## src/rtl/tbp_pkg.sv

```systemverilog
package tbp_pkg;

    typedef logic [1:0] ctr2_t;

    localparam ctr2_t CTR_STRONG_NT = 2'd0;
    localparam ctr2_t CTR_WEAK_NT   = 2'd1;
    localparam ctr2_t CTR_WEAK_T    = 2'd2;
    localparam ctr2_t CTR_STRONG_T  = 2'd3;

    // Saturating step of a 2-bit counter toward the given direction.
    function automatic ctr2_t ctr_train(input ctr2_t c, input logic up);
        ctr2_t r;
        if (up) r = (c == CTR_STRONG_T)  ? c : c + 2'd1;
        else    r = (c == CTR_STRONG_NT) ? c : c - 2'd1;
        return r;
    endfunction

endpackage

```

## src/rtl/tbp_fold.sv

```systemverilog
module tbp_fold #(
    parameter int IN_W  = 16,
    parameter int OUT_W = 4
) (
    input  logic [IN_W-1:0]  in_bits,
    output logic [OUT_W-1:0] out_bits
);
    localparam int N_CHUNK = (IN_W + OUT_W - 1) / OUT_W;
    localparam int PAD_W   = N_CHUNK * OUT_W;

    logic [PAD_W-1:0]              padded;
    logic [N_CHUNK:0][OUT_W-1:0]   acc;

    assign padded = PAD_W'(in_bits);
    assign acc[0] = '0;

    for (genvar g = 0; g < N_CHUNK; g++) begin : g_chunk
        assign acc[g+1] = acc[g] ^ padded[g*OUT_W +: OUT_W];
    end

    assign out_bits = acc[N_CHUNK];
endmodule

```

## src/rtl/tbp_local.sv

```systemverilog
module tbp_local
    import tbp_pkg::*;
#(
    parameter int SLOT_W  = 4,
    parameter int LHIST_W = 4
) (
    input  logic              clk,
    input  logic              rst_n,
    input  logic [SLOT_W-1:0] rd_slot,
    output logic              rd_guess,
    input  logic              up_en,
    input  logic [SLOT_W-1:0] up_slot,
    input  logic              up_taken
);
    localparam int SLOT_N = 1 << SLOT_W;
    localparam int PAT_N  = 1 << LHIST_W;

    typedef struct packed {
        logic  [SLOT_N-1:0][LHIST_W-1:0] hist;
        ctr2_t [PAT_N-1:0]               pat;
    } lstate_t;

    function automatic lstate_t reset_state();
        lstate_t s;
        s.hist = '0;
        for (int i = 0; i < PAT_N; i++) s.pat[i] = CTR_WEAK_NT;
        return s;
    endfunction

    lstate_t            st_d, st_q;
    logic [LHIST_W-1:0] rd_hist;
    logic [LHIST_W-1:0] up_hist;

    assign rd_hist  = st_q.hist[rd_slot];
    assign rd_guess = st_q.pat[rd_hist][1];
    assign up_hist  = st_q.hist[up_slot];

    always_comb begin
        st_d = st_q;
        if (up_en) begin
            st_d.pat[up_hist]  = ctr_train(st_q.pat[up_hist], up_taken);
            st_d.hist[up_slot] = {up_hist[LHIST_W-2:0], up_taken};
        end
    end

    always_ff @(posedge clk or negedge rst_n) begin
        if (!rst_n) st_q <= reset_state();
        else        st_q <= st_d;
    end
endmodule

```

## src/rtl/tbp_gshare.sv

```systemverilog
module tbp_gshare
    import tbp_pkg::*;
#(
    parameter int GHIST_W = 8
) (
    input  logic               clk,
    input  logic               rst_n,
    input  logic [GHIST_W-1:0] rd_hash,
    output logic               rd_guess,
    input  logic               up_en,
    input  logic [GHIST_W-1:0] up_hash,
    input  logic               up_taken
);
    localparam int PAT_N = 1 << GHIST_W;

    typedef struct packed {
        logic  [GHIST_W-1:0] ghist;
        ctr2_t [PAT_N-1:0]   pat;
    } gstate_t;

    function automatic gstate_t reset_state();
        gstate_t s;
        s.ghist = '0;
        for (int i = 0; i < PAT_N; i++) s.pat[i] = CTR_WEAK_NT;
        return s;
    endfunction

    gstate_t            st_d, st_q;
    logic [GHIST_W-1:0] rd_idx;
    logic [GHIST_W-1:0] up_idx;

    assign rd_idx   = rd_hash ^ st_q.ghist;
    assign up_idx   = up_hash ^ st_q.ghist;
    assign rd_guess = st_q.pat[rd_idx][1];

    always_comb begin
        st_d = st_q;
        if (up_en) begin
            st_d.pat[up_idx] = ctr_train(st_q.pat[up_idx], up_taken);
            st_d.ghist       = {st_q.ghist[GHIST_W-2:0], up_taken};
        end
    end

    always_ff @(posedge clk or negedge rst_n) begin
        if (!rst_n) st_q <= reset_state();
        else        st_q <= st_d;
    end
endmodule

```

## src/rtl/tbp_chooser.sv

```systemverilog
module tbp_chooser
    import tbp_pkg::*;
#(
    parameter int CH_W = 6
) (
    input  logic            clk,
    input  logic            rst_n,
    input  logic [CH_W-1:0] rd_idx,
    output logic            sel_global,
    input  logic            up_en,
    input  logic [CH_W-1:0] up_idx,
    input  logic            up_taken,
    input  logic            up_local,
    input  logic            up_global
);
    localparam int CH_N = 1 << CH_W;

    typedef struct packed {
        ctr2_t [CH_N-1:0] tbl;
    } cstate_t;

    function automatic cstate_t reset_state();
        cstate_t s;
        for (int i = 0; i < CH_N; i++) s.tbl[i] = CTR_WEAK_T;
        return s;
    endfunction

    cstate_t st_d, st_q;
    logic    disagree;
    logic    global_right;

    assign sel_global   = st_q.tbl[rd_idx][1];
    assign disagree     = up_local ^ up_global;
    assign global_right = (up_global == up_taken);

    always_comb begin
        st_d = st_q;
        if (up_en && disagree) begin
            st_d.tbl[up_idx] = ctr_train(st_q.tbl[up_idx], global_right);
        end
    end

    always_ff @(posedge clk or negedge rst_n) begin
        if (!rst_n) st_q <= reset_state();
        else        st_q <= st_d;
    end
endmodule

```

## src/rtl/tourney_bp.sv

```systemverilog
module tourney_bp #(
    parameter int ADDR_W  = 16,
    parameter int LSLOT_W = 4,
    parameter int LHIST_W = 4,
    parameter int GHIST_W = 8,
    parameter int CH_W    = 6
) (
    input  logic              clk,
    input  logic              rst_n,
    input  logic [ADDR_W-1:0] req_addr,
    output logic              pred_taken,
    output logic              pred_local,
    output logic              pred_global,
    input  logic              upd_valid,
    input  logic [ADDR_W-1:0] upd_addr,
    input  logic              upd_taken,
    input  logic              upd_local_guess,
    input  logic              upd_global_guess
);
    logic [LSLOT_W-1:0] req_lslot, upd_lslot;
    logic [GHIST_W-1:0] req_ghash, upd_ghash;
    logic [CH_W-1:0]    req_chidx, upd_chidx;
    logic               loc_guess, glb_guess, use_global;

    tbp_fold #(.IN_W(ADDR_W), .OUT_W(LSLOT_W)) u_fold_rl (.in_bits(req_addr), .out_bits(req_lslot));
    tbp_fold #(.IN_W(ADDR_W), .OUT_W(LSLOT_W)) u_fold_ul (.in_bits(upd_addr), .out_bits(upd_lslot));
    tbp_fold #(.IN_W(ADDR_W), .OUT_W(GHIST_W)) u_fold_rg (.in_bits(req_addr), .out_bits(req_ghash));
    tbp_fold #(.IN_W(ADDR_W), .OUT_W(GHIST_W)) u_fold_ug (.in_bits(upd_addr), .out_bits(upd_ghash));
    tbp_fold #(.IN_W(ADDR_W), .OUT_W(CH_W))    u_fold_rc (.in_bits(req_addr), .out_bits(req_chidx));
    tbp_fold #(.IN_W(ADDR_W), .OUT_W(CH_W))    u_fold_uc (.in_bits(upd_addr), .out_bits(upd_chidx));

    tbp_local #(.SLOT_W(LSLOT_W), .LHIST_W(LHIST_W)) u_local (
        .clk      (clk),
        .rst_n    (rst_n),
        .rd_slot  (req_lslot),
        .rd_guess (loc_guess),
        .up_en    (upd_valid),
        .up_slot  (upd_lslot),
        .up_taken (upd_taken)
    );

    tbp_gshare #(.GHIST_W(GHIST_W)) u_gshare (
        .clk      (clk),
        .rst_n    (rst_n),
        .rd_hash  (req_ghash),
        .rd_guess (glb_guess),
        .up_en    (upd_valid),
        .up_hash  (upd_ghash),
        .up_taken (upd_taken)
    );

    tbp_chooser #(.CH_W(CH_W)) u_chooser (
        .clk        (clk),
        .rst_n      (rst_n),
        .rd_idx     (req_chidx),
        .sel_global (use_global),
        .up_en      (upd_valid),
        .up_idx     (upd_chidx),
        .up_taken   (upd_taken),
        .up_local   (upd_local_guess),
        .up_global  (upd_global_guess)
    );

    assign pred_local  = loc_guess;
    assign pred_global = glb_guess;
    assign pred_taken  = use_global ? glb_guess : loc_guess;
endmodule

```

## config.mk

```make
export PLATFORM = sky130hd
export DESIGN_NAME = tourney_bp
export DESIGN_NICKNAME = d
export VERILOG_FILES = /design/src/rtl/tbp_pkg.sv /design/src/rtl/tbp_fold.sv /design/src/rtl/tbp_local.sv /design/src/rtl/tbp_gshare.sv /design/src/rtl/tbp_chooser.sv /design/src/rtl/tourney_bp.sv
export SDC_FILE = /design/constraint.sdc
export NUM_CORES = 2
export LEC_CHECK = 0
export ABC_AREA = 0
export BUFFER_PORTS_ARGS = -buffer_cell sky130_fd_sc_hd__buf_4
export CELL_PAD_IN_SITES_DETAIL_PLACEMENT = 1
export CELL_PAD_IN_SITES_GLOBAL_PLACEMENT = 2
export CORE_UTILIZATION = 30
export DETAILED_ROUTE_END_ITERATION = 6
export PLACE_DENSITY_LB_ADDON = 0.1
export SLEW_MARGIN = 20
export SYNTH_ARGS = -nofsm -noshare
export SYNTH_HDL_FRONTEND = slang
export SYNTH_HIERARCHICAL = 1
export SYNTH_SLANG_ARGS = --single-unit
```

## constraint.sdc

```tcl
create_clock -name clk -period 4.5 [get_ports clk]
set_input_delay 0.225 -clock clk [delete_from_list [all_inputs] [get_ports clk]]
set_output_delay 0.225 -clock clk [all_outputs]
set_load 0.005 [all_outputs]
```

; Yosys cells after proc, flatten, opt, wreduce, memory -nomap -nowiden
; Index checks and enable logic that the tools add are counted.
[word_totals]
latchBits = 0
romBits = 0
ramBits = 0
output_inout_bits = 3
memories = 0
ff_bits = 744
[op_classes]
n_mux = 41
add_sub_neg = 6
order_cmp = 12
n_bitwise = 15
reduce_logical = 8
n_mul = 0
eq_ne = 4
div_mod_pow = 0
shift = 0
[ops]
columns = cell, count
row1 = 512-bit bitwise mux, 1
row2 = 128-bit bitwise mux, 1
row3 = 64-bit bitwise mux, 1
row4 = 2-bit two-way mux, 21
row5 = 2-bit binary-select mux with 8-bit select, 2
row6 = 4-bit binary-select mux with 4-bit select, 2
row7 = 32-bit bitwise mux, 1
row8 = 8-bit XOR, 4
row9 = 2-bit binary-select mux with 6-bit select, 2
row10 = 4-bit XOR, 6
row11 = "4-bit by 5-bit < comparator with 1-bit output, second input constant", 4
row12 = "8-bit by 9-bit < comparator with 1-bit output, second input constant", 2
row13 = 2-bit binary-select mux with 4-bit select, 2
row14 = 2-bit demux with 8-bit select, 1
row15 = 4-bit demux with 4-bit select, 1
row16 = "6-bit by 7-bit < comparator with 1-bit output, second input constant", 2
row17 = 2-bit demux with 6-bit select, 1
row18 = 4-bit two-way mux, 3
row19 = 6-bit by 4-bit XOR with 6-bit output, 2
row20 = 6-bit XOR, 2
row21 = 2-bit demux with 4-bit select, 1
row22 = "4-bit by 1-bit >= comparator with 1-bit output, second input constant", 2
row23 = "8-bit by 1-bit >= comparator with 1-bit output, second input constant", 1
row24 = "2-bit by 1-bit adder with 2-bit output, second input constant", 3
row25 = other kinds (8), 18

; Depth between registers and ports, before layout
[depth]
ltp_word = 12
depth_mapped = 15

; Cells and area by module
; Netlist, hierarchy kept.
[modules_own_cells]
columns = mod, area_each_um2, instances, seq_area_each_um2, cells_per_inst
row1 = tbp_gshare, 26143.8, 1, 13332.8, 2413
row2 = tbp_chooser, 7340.8, 1, 3283.1, 770
row3 = tbp_local, 5416.4, 1, 2422.3, 423
row4 = tbp_fold (u_fold_rc ...), 112.6, 2, 0.0, 6
row5 = tbp_fold (u_fold_rl ...), 105.1, 2, 0.0, 12
row6 = tbp_fold (u_fold_rg ...), 70.1, 2, 0.0, 8
row7 = tourney_bp, 15.0, 1, 0.0, 1

; Worst setup path before layout
; Ideal clock, no wire load.
[synth_timing]
path_type = flip-flop to output port
from = reg u_gshare/st_q[512] (netlist bit)
to = out pred_taken
path_buffers = 3
arrival_ns = 3.693
path_stages_with_launch = 11
setup_slack_ns = 0.582
t_required_ns = 4.275
cell_sequence = dfrtp_1 buf_6 xor2_2 buf_2 buf_2 mux4_2 mux4_2 mux4_2 a211oi_1 a21oi_1 mux2_4
[synth_between]
elab_chain_len = 4
[synth_rtl]
columns = element, line_no
row1 = from (decl), tbp_gshare.sv:28  ; gstate_t st_d, st_q;
row2 = from (signal assigned), tbp_gshare.sv:45  ; if (!rst_n) st_q <= reset_state();
row3 = from (signal assigned), tbp_gshare.sv:46  ; else st_q <= st_d;
row4 = 8-bit XOR, tbp_gshare.sv:32  ; assign rd_idx = rd_hash ^ st_q.ghist;
row5 = 2-bit binary-select mux with 8-bit select, tbp_gshare.sv:34  ; assign rd_guess = st_q.pat[rd_idx][1];
row6 = 2-bit two-way mux (implied by the code), tbp_gshare.sv:34
row7 = via pred_global, tourney_bp.sv:13  ; output logic pred_global,
row8 = 1-bit two-way mux, tourney_bp.sv:66  ; assign pred_taken = use_global ? glb_guess : loc_guess;
row9 = to (decl), tourney_bp.sv:11  ; output logic pred_taken,
; The timed path passes the listed nets, and every way through them passes these cells. The select of a mux whose other input is x is not followed.

; Worst setup path in the final report
[layout_timing]
from = reg u_gshare/st_q[512] (netlist bit)
to = out pred_taken
[layout_between]
elab_chain_len = 4
[layout_rtl]
columns = element, line_no
row1 = 8-bit XOR, tbp_gshare.sv:32
row2 = 2-bit binary-select mux with 8-bit select, tbp_gshare.sv:34
row3 = 2-bit two-way mux (implied by the code), tbp_gshare.sv:34
row4 = 1-bit two-way mux, tourney_bp.sv:66
; Every way passes these cells. The select of a mux whose other input is x is not followed.

==> run metrics <==
measured slew at the worst slew-check pin=1.09 ns; Root Buffer=clkbuf_16; number of buffers created by CTS=94; clock sinks=744; Routed Wire Length=144 mm; critical path startpoint category=flip-flop; design area=0.0464 sq mm; register area=0.0190 sq mm; antenna violations before repair=6; vias in the first global route=32,278; Leak=0.0177 uW; final-report max-slew violation count=0; Comb power frac=33.5%; M3 GR Usage=3.21%; row cnt=132; Yosys reg bits=744; final non-filler cell total=5,596; Rel. slew slack=26.9%; CP cell instances=xor2_4 > buf_12 > bufbuf_16 > mux4_2 > mux4_2 > mux4_2 > a211oi_2 > a21oi_4 > mux2_4 > buf_4; P&R area growth vs syn=17.6%; total die area=0.133 sq mm; PD cells=555 mW/mm^2; crit-path max FO=9; Synth warnings=6; switching share of power=35.3%; Max clock buf depth=3; combinational family with the most area after synthesis=multiplexers; Worst Hold Class=in -> reg; met1 Resource Use GR=30.8%; layer with the highest usage=met2; area of the multi-input gates=0.0194 sq mm; Die H=365 um; Seq pwr share=37.4%; Hold Slack=0.104 ns; RD Place Congestion=0.820; Max Clock Freq=0.229 GHz; Starting Density=30.4%; CP Class=reg -> out; maximum VDD drop=0.333 mV; pin count of the biggest net entering global routing=113; CP required=4.28 ns; Synth Flop Type=dfrtp_1; Sw Pwr=9110 uW; # DRC=0; layout cells sized above 1=32.5%; setup TNS=0 ns; Routed Antenna Nets=0; Final Hold Vio Count=0; H-Tree Depth=3; worst path arrival time=4.15 ns; Final period util=97.1%; MaxCap Viol Count=0; HPWL Detailed=96.1 mm; Setup Skew=0.0298 ns; total number of vias=29,547; vias per cell=5.28; Syn Inst Count=3,659; post-synthesis average cell area=10.8 sq um; Cell variety after synth=69; share of total power in the clock network=29.2%; Die Width=365 um; CTS tree=built; Core Region=0.130 sq mm; Post-synth ARST share=100%; Syn Nets=3,697; Crit path top cell by count=mux4_2; status=finished clean; Compound-Gate Fraction of Synth Area=12.1%; IO Pins=41; Post-Syn Area=0.0395 sq mm; XOR/XNOR share of the synthesized area=2.07%; final setup vio count=0; EDFF count, synth=0; drt pass-1 iters=5; crit end category=output pin; Fill cells=14,115; routed len/inst=25.7 um; sequential share of the synthesized area=48.2%; clk_lat worst skew=0.70 ns; met2 Usage GRT=36.1%; mux contribution to synthesized area=20.1%; synthesized-area fraction occupied by adder cells=0.111%; global route total overflow=0; gr usage total=22.1%; Tmin final=4.37 ns; cell-internal power=16,700 uW; Cells after DPL=5,405; crit-path max cell delay=0.54 ns; unrepaired setup endpoints after global routing=false; Net count, final=3,809; PortBufs=40; clock slew at reported path FFs=0.06 ns; Simple-Gate Fraction of Synth Area=14.0%; post-placement cell area=0.0431 sq mm; first-pass GRT wire length=219 mm; DR iter-0 viols=1,871; crit path max-delay cell type=mux4_2
==> worst max-delay path: cells and delay by family (launching register included) <==
kind | cells | cell delay [ns]
buffers and inverters | 3 | 0.62
DFF | 1 | 0.44
AOI/OAI and AO/OA | 2 | 0.41
xor gates and xnor gates | 1 | 0.18
muxes | 4 | 1.78
==> state kept, by name (all words and copies together) (netlist names) <==
| name | cells |
|---|---|
| u_chooser/st_q | 128 |
| u_local/st_q | 96 |
| u_gshare/st_q | 520 |
==> synthesized netlist by cell type (65+ instances only) <==
cell      number  area [sq um]
o21ai_1      154           771
dfstp_2      336          8830
mux2_2        94          1060
clkbuf_1     102           383
nor2_1       175           657
o21ai_2       90           788
buf_2         69           345
mux4_2       280          6310
dfrtp_1      408         10200
nand2_1     1086          4080
o21ai_0      286          1430
o31ai_1       65           488
==> power groups by stage <==
| stage | Sequential (uW) | Clock (uW) | Combinational, uW |
|---|---|---|---|
| detailed placement | 9740 | 0 | 8600 |
| CTS | 9640 | 7780 | 8740 |
| global route | 9830 | 8030 | 9330 |
| finish | 9630 | 7520 | 8630 |
| floorplan | 9270 | 0 | 5410 |
| global placement | 9650 | 0 | 8420 |
==> worst paths after layout <==
check / start / to / slack (ns) / cells after the start
worst max-delay path: u_gshare/st_q[512] / pred_taken / 0.13 / 10
worst min-delay path: upd_valid / u_gshare/st_q[518] / 0.10 / 2
worst max register to register: u_gshare/st_q[512] / u_gshare/st_q[138] / 0.20 / 14
worst min register to register: u_gshare/st_q[174] / u_gshare/st_q[174] / 0.46 / 2
max in group asynchronous: rst_n / u_gshare/st_q[145] / 3.05 / 3
min in group asynchronous: rst_n / u_gshare/st_q[441] / 0.15 / 2
==> cell usage in the layout (no fill, tap or decap), types with 16 or more instances in the layout <==
| cell | n |
|---|---|
| o21ai_2 | 90 |
| dfrtp_1 | 406 |
| a31oi_1 | 53 |
| a41oi_1 | 19 |
| a21oi_1 | 36 |
| nand4_1 | 20 |
| nor2_2 | 16 |
| mux2_2 | 94 |
| o21ai_1 | 153 |
| clkbuf_16 | 97 |
| xnor2_1 | 21 |
| o21ai_0 | 286 |
| mux2i_1 | 50 |
| mux4_2 | 280 |
| nand2_1 | 1086 |
| dfstp_2 | 336 |
| buf_4 | 184 |
| nor2_1 | 155 |
| clkbuf_1 | 36 |
| o31ai_1 | 65 |
| clkbuf_8 | 21 |
| xor2_1 | 38 |
| a22oi_1 | 32 |
| buf_12 | 58 |
==> layer usage <==
metal	vias up	share of wire, %	wire length, um
met5	-	0.027	39
met4	8	2.1	3060
met3	170	3.3	4720
met2	406	48	69200
met1	15593	46	66700
li1	13370	-	-
==> layout make-up <==
cell class,count,area share (%)
diodes,2,0.0108
clock buffers,154,6.14
clock inverters,23,0.407
inverters,8,0.0647
multi-input cells,2671,41.8
flip-flops and latches,744,41.0
well taps,1742,4.69
repair buffers,252,5.89
==> logic make-up (layout without fill, tap and decap cells) <==
kind of cell	Yosys count	after routing
AO/OA/AOI/OAI	779	779
adder cells (fa/ha/maj)	4	4
buffers and inverters	244	437
XOR/XNOR	78	78
other	0	2
flip-flops	744	744
multiplexers	428	428
AND/OR/NAND/NOR	1382	1382
==> what timing repair did <==
| action | 4_1_cts | 5_1_grt |
|---|---|---|
| setup buffers | 8 | 2 |
| setup endpoints to repair | 4 | 394 |
| pin swaps | 3 | 2 |
| hold buffers | 1 | 0 |
| resized for setup | 12 | 7 |
| endpoints found under the hold margin | 46 | 0 |
| cloned | 3 | 0 |
==> stage by stage <==
step	worst slack [ns]	total power (uW)	utilization [%]
floorplan	0.582	14700	-
global placement	-0.256	18100	33.2
detailed placement	-0.306	18300	33.2
CTS	0.00251	26200	35.7
global route	0.00291	27200	35.7
finish	0.128	25800	35.7
Note: power is estimated with default switching activity, not from simulation.
